--- src/rtl/lrs_pkg.sv ---
package lrs_pkg;

   typedef enum logic [1:0] {
      SEQ_IDLE = 2'd0,
      SEQ_STEP = 2'd1,
      SEQ_POLL = 2'd2
   } seq_state_e;

   // Control word layout, derived from the number of lane pairs.
   function automatic int pd_base(input int np);
      return 0;
   endfunction

   function automatic int pll_base(input int np);
      return 2 * np;
   endfunction

   function automatic int rst_base(input int np);
      return 3 * np;
   endfunction

   function automatic int txc_bit(input int np);
      return 5 * np;
   endfunction

   function automatic int rxc_bit(input int np);
      return 5 * np + 1;
   endfunction

   function automatic int sc_bit(input int np);
      return 5 * np + 2;
   endfunction

   function automatic int ctl_width(input int np);
      return 5 * np + 3;
   endfunction

endpackage

--- src/rtl/lrs_interval_timer.sv ---
module lrs_interval_timer #(
   parameter int WAIT_CYC = 1250
) (
   input  logic clk,
   input  logic rst_n,
   input  logic restart,
   input  logic run,
   output logic tick
);
   localparam int CW = (WAIT_CYC > 2) ? $clog2(WAIT_CYC) : 1;
   localparam logic [CW-1:0] LAST = CW'(WAIT_CYC - 1);

   logic [CW-1:0] cnt_q;

   initial assert (WAIT_CYC >= 2) else $error("WAIT_CYC must be at least 2");

   assign tick = run && (cnt_q == LAST);

   always_ff @(posedge clk or negedge rst_n) begin
      if (!rst_n) begin
         cnt_q <= '0;
      end else if (restart) begin
         cnt_q <= '0;
      end else if (run) begin
         cnt_q <= tick ? '0 : cnt_q + CW'(1);
      end
   end

   // Interval boundaries are at least WAIT_CYC apart, never back to back.
   assert_tick_spacing_R6: assert property (@(posedge clk) disable iff (!rst_n)
      tick |=> !tick);

   assert_cnt_range_R6: assert property (@(posedge clk) disable iff (!rst_n)
      cnt_q <= LAST);

endmodule

--- src/rtl/lrs_poll_counter.sv ---
module lrs_poll_counter #(
   parameter int POLL_MAX = 1000
) (
   input  logic clk,
   input  logic rst_n,
   input  logic restart,
   input  logic poll,
   output logic last
);
   localparam int PW = (POLL_MAX > 2) ? $clog2(POLL_MAX) : 1;
   localparam logic [PW-1:0] LAST = PW'(POLL_MAX - 1);

   logic [PW-1:0] cnt_q;

   initial assert (POLL_MAX >= 2) else $error("POLL_MAX must be at least 2");

   assign last = (cnt_q == LAST);

   always_ff @(posedge clk or negedge rst_n) begin
      if (!rst_n) begin
         cnt_q <= '0;
      end else if (restart) begin
         cnt_q <= '0;
      end else if (poll && !last) begin
         cnt_q <= cnt_q + PW'(1);
      end
   end

   assert_poll_bound_R9: assert property (@(posedge clk) disable iff (!rst_n)
      cnt_q <= LAST);

endmodule

--- src/rtl/lrs_step_decode.sv ---
module lrs_step_decode
   import lrs_pkg::*;
#(
   parameter int NUM_PAIRS = 2,
   parameter int PHW       = 4,
   localparam int CTLW     = ctl_width(NUM_PAIRS)
) (
   input  logic [PHW-1:0]  phase,
   output logic [CTLW-1:0] word
);
   localparam int PD   = pd_base(NUM_PAIRS);
   localparam int PLL  = pll_base(NUM_PAIRS);
   localparam int RST  = rst_base(NUM_PAIRS);
   localparam int TXC  = txc_bit(NUM_PAIRS);
   localparam int RXC  = rxc_bit(NUM_PAIRS);
   localparam int SC   = sc_bit(NUM_PAIRS);
   localparam int CLR_PHASE = 3 * NUM_PAIRS + 2;
   localparam logic [PHW-1:0] CLR_V = PHW'(CLR_PHASE);

   initial assert ((1 << PHW) > CLR_PHASE) else $error("phase width too small");

   // Pair k releases power-down, PLL, lane reset at phases 3k+1, 3k+2, 3k+3.
   for (genvar k = 0; k < NUM_PAIRS; k++) begin : g_pair
      assign word[PD + 2*k +: 2]  = {2{phase < PHW'(3*k + 1)}};
      assign word[PLL + k]        = phase < PHW'(3*k + 2);
      assign word[RST + 2*k +: 2] = {2{phase < PHW'(3*k + 3)}};
   end

   assign word[TXC] = phase < CLR_V;
   assign word[RXC] = phase < CLR_V;
   assign word[SC]  = 1'b0;

endmodule

--- src/rtl/lane_reset_sequencer.sv ---
module lane_reset_sequencer
   import lrs_pkg::*;
#(
   parameter int NUM_PAIRS = 2,
   parameter int WAIT_CYC  = 1250,
   parameter int POLL_MAX  = 1000,
   parameter int DRV_W     = 4,
   parameter int EQ_W      = 2,
   parameter int DRV_DEF   = 5,
   parameter int EQ_DEF    = 1,
   localparam int LANES    = 2 * NUM_PAIRS,
   localparam int LW       = DRV_W + EQ_W,
   localparam int CTLW     = ctl_width(NUM_PAIRS)
) (
   input  logic                  clk,
   input  logic                  rst_n,
   input  logic                  start_i,
   input  logic                  poll_mode_i,
   input  logic                  phy_present_i,
   input  logic                  selfclr_busy_i,
   output logic [CTLW-1:0]       ctl_word_o,
   output logic [LANES*LW-1:0]   cfg_word_o,
   output logic                  cfg_we_o,
   output logic                  done_o,
   output logic                  timeout_o
);
   localparam int CFG_PHASE = 3 * NUM_PAIRS + 1;
   localparam int CLR_PHASE = CFG_PHASE + 1;
   localparam int PHW       = $clog2(CLR_PHASE + 1);
   localparam logic [PHW-1:0] CFG_V = PHW'(CFG_PHASE);
   localparam logic [PHW-1:0] CLR_V = PHW'(CLR_PHASE);
   localparam logic [CTLW-1:0] SC_ONLY = CTLW'(1) << sc_bit(NUM_PAIRS);

   initial assert (NUM_PAIRS >= 1) else $error("NUM_PAIRS must be at least 1");
   initial assert (DRV_W >= 1 && EQ_W >= 1) else $error("field widths must be positive");
   initial assert (DRV_DEF < (1 << DRV_W) && EQ_DEF < (1 << EQ_W))
      else $error("default drive/equalization value does not fit its field");

   seq_state_e      state_q;
   logic [PHW-1:0]  phase_q;
   logic [PHW-1:0]  dec_phase;
   logic [CTLW-1:0] ctl_q;
   logic [CTLW-1:0] step_word;
   logic            cfg_we_q, done_q, tmo_q;
   logic            tick, poll_last, accept;

   // Per-lane drive/equalization defaults.
   for (genvar i = 0; i < LANES; i++) begin : g_lane_cfg
      assign cfg_word_o[i*LW +: LW] = {DRV_W'(DRV_DEF), EQ_W'(EQ_DEF)};
   end

   assign accept    = (state_q == SEQ_IDLE) && start_i;
   assign dec_phase = (state_q == SEQ_IDLE) ? '0 : phase_q + PHW'(1);

   lrs_interval_timer #(.WAIT_CYC(WAIT_CYC)) u_timer (
      .clk     (clk),
      .rst_n   (rst_n),
      .restart (accept),
      .run     (state_q != SEQ_IDLE),
      .tick    (tick)
   );

   lrs_poll_counter #(.POLL_MAX(POLL_MAX)) u_polls (
      .clk     (clk),
      .rst_n   (rst_n),
      .restart (accept),
      .poll    ((state_q == SEQ_POLL) && tick),
      .last    (poll_last)
   );

   lrs_step_decode #(.NUM_PAIRS(NUM_PAIRS), .PHW(PHW)) u_decode (
      .phase (dec_phase),
      .word  (step_word)
   );

   always_ff @(posedge clk or negedge rst_n) begin
      if (!rst_n) begin
         state_q  <= SEQ_IDLE;
         phase_q  <= '0;
         ctl_q    <= '0;
         cfg_we_q <= 1'b0;
         done_q   <= 1'b0;
         tmo_q    <= 1'b0;
      end else begin
         cfg_we_q <= 1'b0;
         done_q   <= 1'b0;
         tmo_q    <= 1'b0;
         case (state_q)
            SEQ_IDLE: begin
               if (start_i) begin
                  if (poll_mode_i) begin
                     state_q <= SEQ_POLL;
                     ctl_q   <= SC_ONLY;
                  end else begin
                     state_q <= SEQ_STEP;
                     phase_q <= '0;
                     ctl_q   <= step_word;
                  end
               end
            end
            SEQ_STEP: begin
               if (tick) begin
                  if (phase_q == CLR_V) begin
                     state_q <= SEQ_IDLE;
                     done_q  <= 1'b1;
                  end else begin
                     phase_q <= dec_phase;
                     ctl_q   <= step_word;
                     if (dec_phase == CFG_V) cfg_we_q <= phy_present_i;
                  end
               end
            end
            SEQ_POLL: begin
               if (tick) begin
                  if (!selfclr_busy_i) begin
                     state_q  <= SEQ_IDLE;
                     ctl_q    <= '0;
                     done_q   <= 1'b1;
                     cfg_we_q <= phy_present_i;
                  end else if (poll_last) begin
                     state_q <= SEQ_IDLE;
                     ctl_q   <= '0;
                     tmo_q   <= 1'b1;
                  end
               end
            end
            default: state_q <= SEQ_IDLE;
         endcase
      end
   end

   assign ctl_word_o = ctl_q;
   assign cfg_we_o   = cfg_we_q;
   assign done_o     = done_q;
   assign timeout_o  = tmo_q;

   // A stepped sequence only ever releases bits.
   assert_no_reassert_R3: assert property (@(posedge clk) disable iff (!rst_n)
      (state_q == SEQ_STEP && $past(state_q) == SEQ_STEP) |-> ((ctl_q & ~$past(ctl_q)) == '0));

   // Between interval boundaries nothing moves, start pulses included.
   assert_busy_hold_R7: assert property (@(posedge clk) disable iff (!rst_n)
      (state_q != SEQ_IDLE && !tick) |=> ($stable(ctl_q) && !done_q && !tmo_q && !cfg_we_q));

   assert_poll_word_R8: assert property (@(posedge clk) disable iff (!rst_n)
      (state_q == SEQ_POLL) |-> (ctl_q == SC_ONLY));

   assert_tmo_clear_R9: assert property (@(posedge clk) disable iff (!rst_n)
      timeout_o |-> (ctl_word_o == '0 && !cfg_we_o && state_q == SEQ_IDLE));

   assert_cfg_phy_R5: assert property (@(posedge clk) disable iff (!rst_n)
      cfg_we_o |-> $past(phy_present_i));

   assert_done_clear_R6: assert property (@(posedge clk) disable iff (!rst_n)
      done_o |-> (ctl_word_o == '0 && state_q == SEQ_IDLE));

   assert_excl_R10: assert property (@(posedge clk) disable iff (!rst_n)
      !(done_o && timeout_o));

   assert_done_pulse_R10: assert property (@(posedge clk) disable iff (!rst_n)
      done_o |=> !done_o);

   assert_tmo_pulse_R10: assert property (@(posedge clk) disable iff (!rst_n)
      timeout_o |=> !timeout_o);

endmodule

--- config.mk ---
export PLATFORM = sky130hd
export DESIGN_NAME = lane_reset_sequencer
export DESIGN_NICKNAME = d
export VERILOG_FILES = /design/src/rtl/lrs_pkg.sv /design/src/rtl/lrs_interval_timer.sv /design/src/rtl/lrs_poll_counter.sv /design/src/rtl/lrs_step_decode.sv /design/src/rtl/lane_reset_sequencer.sv
export SDC_FILE = /design/constraint.sdc
export NUM_CORES = 1
export LEC_CHECK = 0
export BUFFER_PORTS_ARGS = -buffer_cell sky130_fd_sc_hd__buf_2
export CAP_MARGIN = 20
export CORE_MARGIN = 1
export CORE_UTILIZATION = 45
export DETAILED_ROUTE_END_ITERATION = 12
export PLACE_DENSITY_LB_ADDON = 0.05
export RECOVER_POWER = 25
export SLEW_MARGIN = 20
export SYNTH_ARGS = -nofsm -noshare
export SYNTH_HDL_FRONTEND = slang
export SYNTH_SLANG_ARGS = --single-unit
export TNS_END_PERCENT = 5
--- constraint.sdc ---
create_clock -name clk -period 4.8 [get_ports clk]
set_clock_uncertainty 0.2 [all_clocks]
set_input_delay 0.72 -clock clk [delete_from_list [all_inputs] [get_ports clk]]
set_output_delay 0.72 -clock clk [all_outputs]
set_load 0.02 [all_outputs]
==> impl_metrics.tcl <==
set metrics [dict create \
    via_per_inst 5.12 \
    hold-worst-slack_ns 0.314 \
    start_kind "flop" \
    worst_ep_required_time_ns 4.78 \
    synth-main-ff-cell "dfrtp_1" \
    yosys_warnings 0 \
    gr-usage-all-layers 0.180 \
    numPortBuffers 21 \
    final_hold_viol_count 0 \
    grt-ovfl-total 0 \
    cts_tree "yes" \
    avgSynthCellArea_sq_um 8.90 \
    total_power_mw 1.17 \
    clkSlewWorstSetupHoldPaths_ns 0.07 \
    cts_sinks 38 \
    status "finished, violations left" \
    synth_top_area_frac 0.396 \
    yosys.area.top_type "dfrtp_1" \
    hold_path_depth 1 \
    synthMuxAreaShare 0.0385 \
    power_density_nw_per_um2 461 \
    vias 1832 \
    num_rows 26 \
    post-dp-hpwl_microns 3360 \
    p_leak_nw 1.16 \
    htreeDepth 2 \
    r2r_cells 6 \
    grt_pass1_wl_microns 7500 \
    setup_violations 0 \
    nets 301 \
    post-cts-setup-buffers 0 \
    drive_above_1_share 0.132 \
    diodes 0 \
    fp.coreArea_sq_um 5140 \
    maxCapViolCount 1 \
    die_height_microns 75.1 \
    hp-start "ctl_word_o[12]" \
    violations "max-capacitance violations, max-slew violations" \
    critPathMaxFanout 17 \
    fin_area_sq_um 2540 \
    fin_ws_ns 1.97 \
    synth-simple-area-share 0.223 \
    grt_pass1_vias 1633 \
    rsz0062_at_grt "false" \
    max_freq_ghz 0.353 \
    fin_cells 358 \
    place_ws_ns 1.97 \
    slew_violations 39 \
    slew_headroom -0.354 \
    drc 0 \
    ios 46 \
    hold_buffers 0 \
    fin_crit_sh 0.590 \
    ys_seq_area_frac 0.396 \
    synthCells 270 \
    finalCriticalPeriod_ns 2.83 \
    drtAntennaViolNets 0 \
    clock_latency_ns 0.29 \
    place.gp.congestion 0.775 \
    holdPathEnd "ctl_word_o[12]" \
    r2r_end "ctl_word_o[11]" \
    place_area_sq_um 2450 \
    post-route-util 0.494 \
    start_util 0.467 \
    crit_arrival_ns 2.81 \
    cts_buffers 5 \
    drt-pass1-iter-count 4 \
    end_kind "flop" \
    antenna_found_initial 0 \
    synth_area_leaders "dfrtp_1, buf_4, o21ai_0" \
    ir_drop_mv 0.166 \
    async_flop_share 1.00 \
    setup_tns_ns 0 \
    worstMarginPinSlew_ns 2.03 \
    syn-cell-area_sq_um 2400 \
    die_w_microns 75.1 \
    regToRegStartpoint "state_q[0]" \
    synthXorXnorAreaFrac 0.0328 \
    synth_cell_types 46 \
    routed_wl_microns 4600 \
    synth-compound-area-share 0.141 \
    synth_edf_count 0 \
    cts_root_buf "clkbuf_8" \
    cts_resized 0 \
    wl_per_cell_microns 12.9 \
    criticalPathCategory "reg -> reg" \
    grt_max_degree 39 \
    drt-initial-drc-count 73 \
    hold_path.class "reg -> reg" \
    clock_path_buffers 2 \
    rrSetupSlack_ns 1.97 \
    die_area_sq_um 5630 \
    place_inst 350 \
    synth_top_family_by_area "simple AND/OR/NAND/NOR gates" \
    area_growth_pct 5.62 \
    synth_fa_ha_area_frac 0.0417 \
    yosys_register_bits 38 \
]
worst max-delay path: stages, from the launching register on:
cell	delay, ns
dfrtp_1	0.36
inv_1	0.07
ha_1	0.41
nor4bb_1	0.46
nand4b_1	0.19
a221oi_2	0.61
mux2_2	0.41
layer usage:
layer | vias to the layer above | track usage | part of all wire
met1 | 863 | 0.229 | 0.48
met2 | 34 | 0.303 | 0.48
met3 | 6 | 0.0402 | 0.031
li1 | 929 | - | -
met4 | 0 | 0.0566 | 0.013
met5 | - | 0 | 0
layout by cell type (no fill, tap or decap), types with 2 or more instances in the layout:
cell,instances
dfrtp_1,38
nand2_1,31
o21ai_0,24
conb_1,24
buf_2,20
nor2_1,18
inv_1,15
nand3_1,11
a21oi_1,9
ha_1,8
mux2i_1,7
nor3_1,6
clkbuf_8,6
xor2_1,5
nand2b_1,4
and3_1,4
xnor2_1,4
o22ai_1,4
o31ai_1,4
nand4_1,3
nor2b_1,3
a31oi_1,3
nor4_1,2
nand4b_1,2
nor4b_1,2
or2_2,2
or4b_2,2
a22o_1,2
o21a_1,2
mux2_2,2
or4_1,2
or3_1,2
clkbuf_1,2
logic make-up after synthesis:
logic type               Yosys count
flip-flops                        38
multiplexers                       9
AO/OA/AOI/OAI                     55
buffers and inverters             50
XOR/XNOR                           9
AND/OR/NAND/NOR                   99
adder cells (fa/ha/maj)            8
other                              2
worst max-delay path by stage:
stage          depth (start not counted)        endpoint        from
2_1_floorplan                          8   ctl_word_o[1]  state_q[0]
3_3_place_gp                           6  ctl_word_o[12]  state_q[0]
3_5_place_dp                           6  ctl_word_o[11]  state_q[0]
4_1_cts                                6  ctl_word_o[11]  state_q[0]
5_1_grt                                6  ctl_word_o[11]  state_q[0]
6_report                               6  ctl_word_o[11]  state_q[0]
state kept, by name, indices dropped and copies added (netlist names):
register / count
state_q: 2
cfg_we_o: 1
done_o: 1
ctl_word_o: 8
u_timer.cnt_q: 11
u_polls.cnt_q: 10
timeout_o: 1
phase_q: 4
cell type report:
cell class / count / area, sq um
timing repair buffer: 22 / 111
inverter: 16 / 60.1
fill: 529 / 2600
multi-input combinational: 204 / 1240
clock buffer: 7 / 86.3
sequential: 38 / 951
clock inverter: 1 / 5.00
tap: 70 / 87.6
report_power, final:
group / internal, mW / leakage, nW / switching [mW]
sequential: 0.378 / 0.515 / 0.0499
combinational: 0.179 / 0.593 / 0.336
clock: 0.116 / 0.0482 / 0.111
cells in the mapped netlist, drive strengths merged (4+ instances only):
cell and count:
dfrtp 38, nand2 31, buf 30, o21ai 24
nor2 18, inv 15, nand3 11, a21oi 9
ha 8, mux2i 7, nor3 6, xor2 5
and3 4, clkbuf 4, nand2b 4, nand4 4
o22ai 4, o31ai 4, xnor2 4
(Power assumes the default switching activity.)
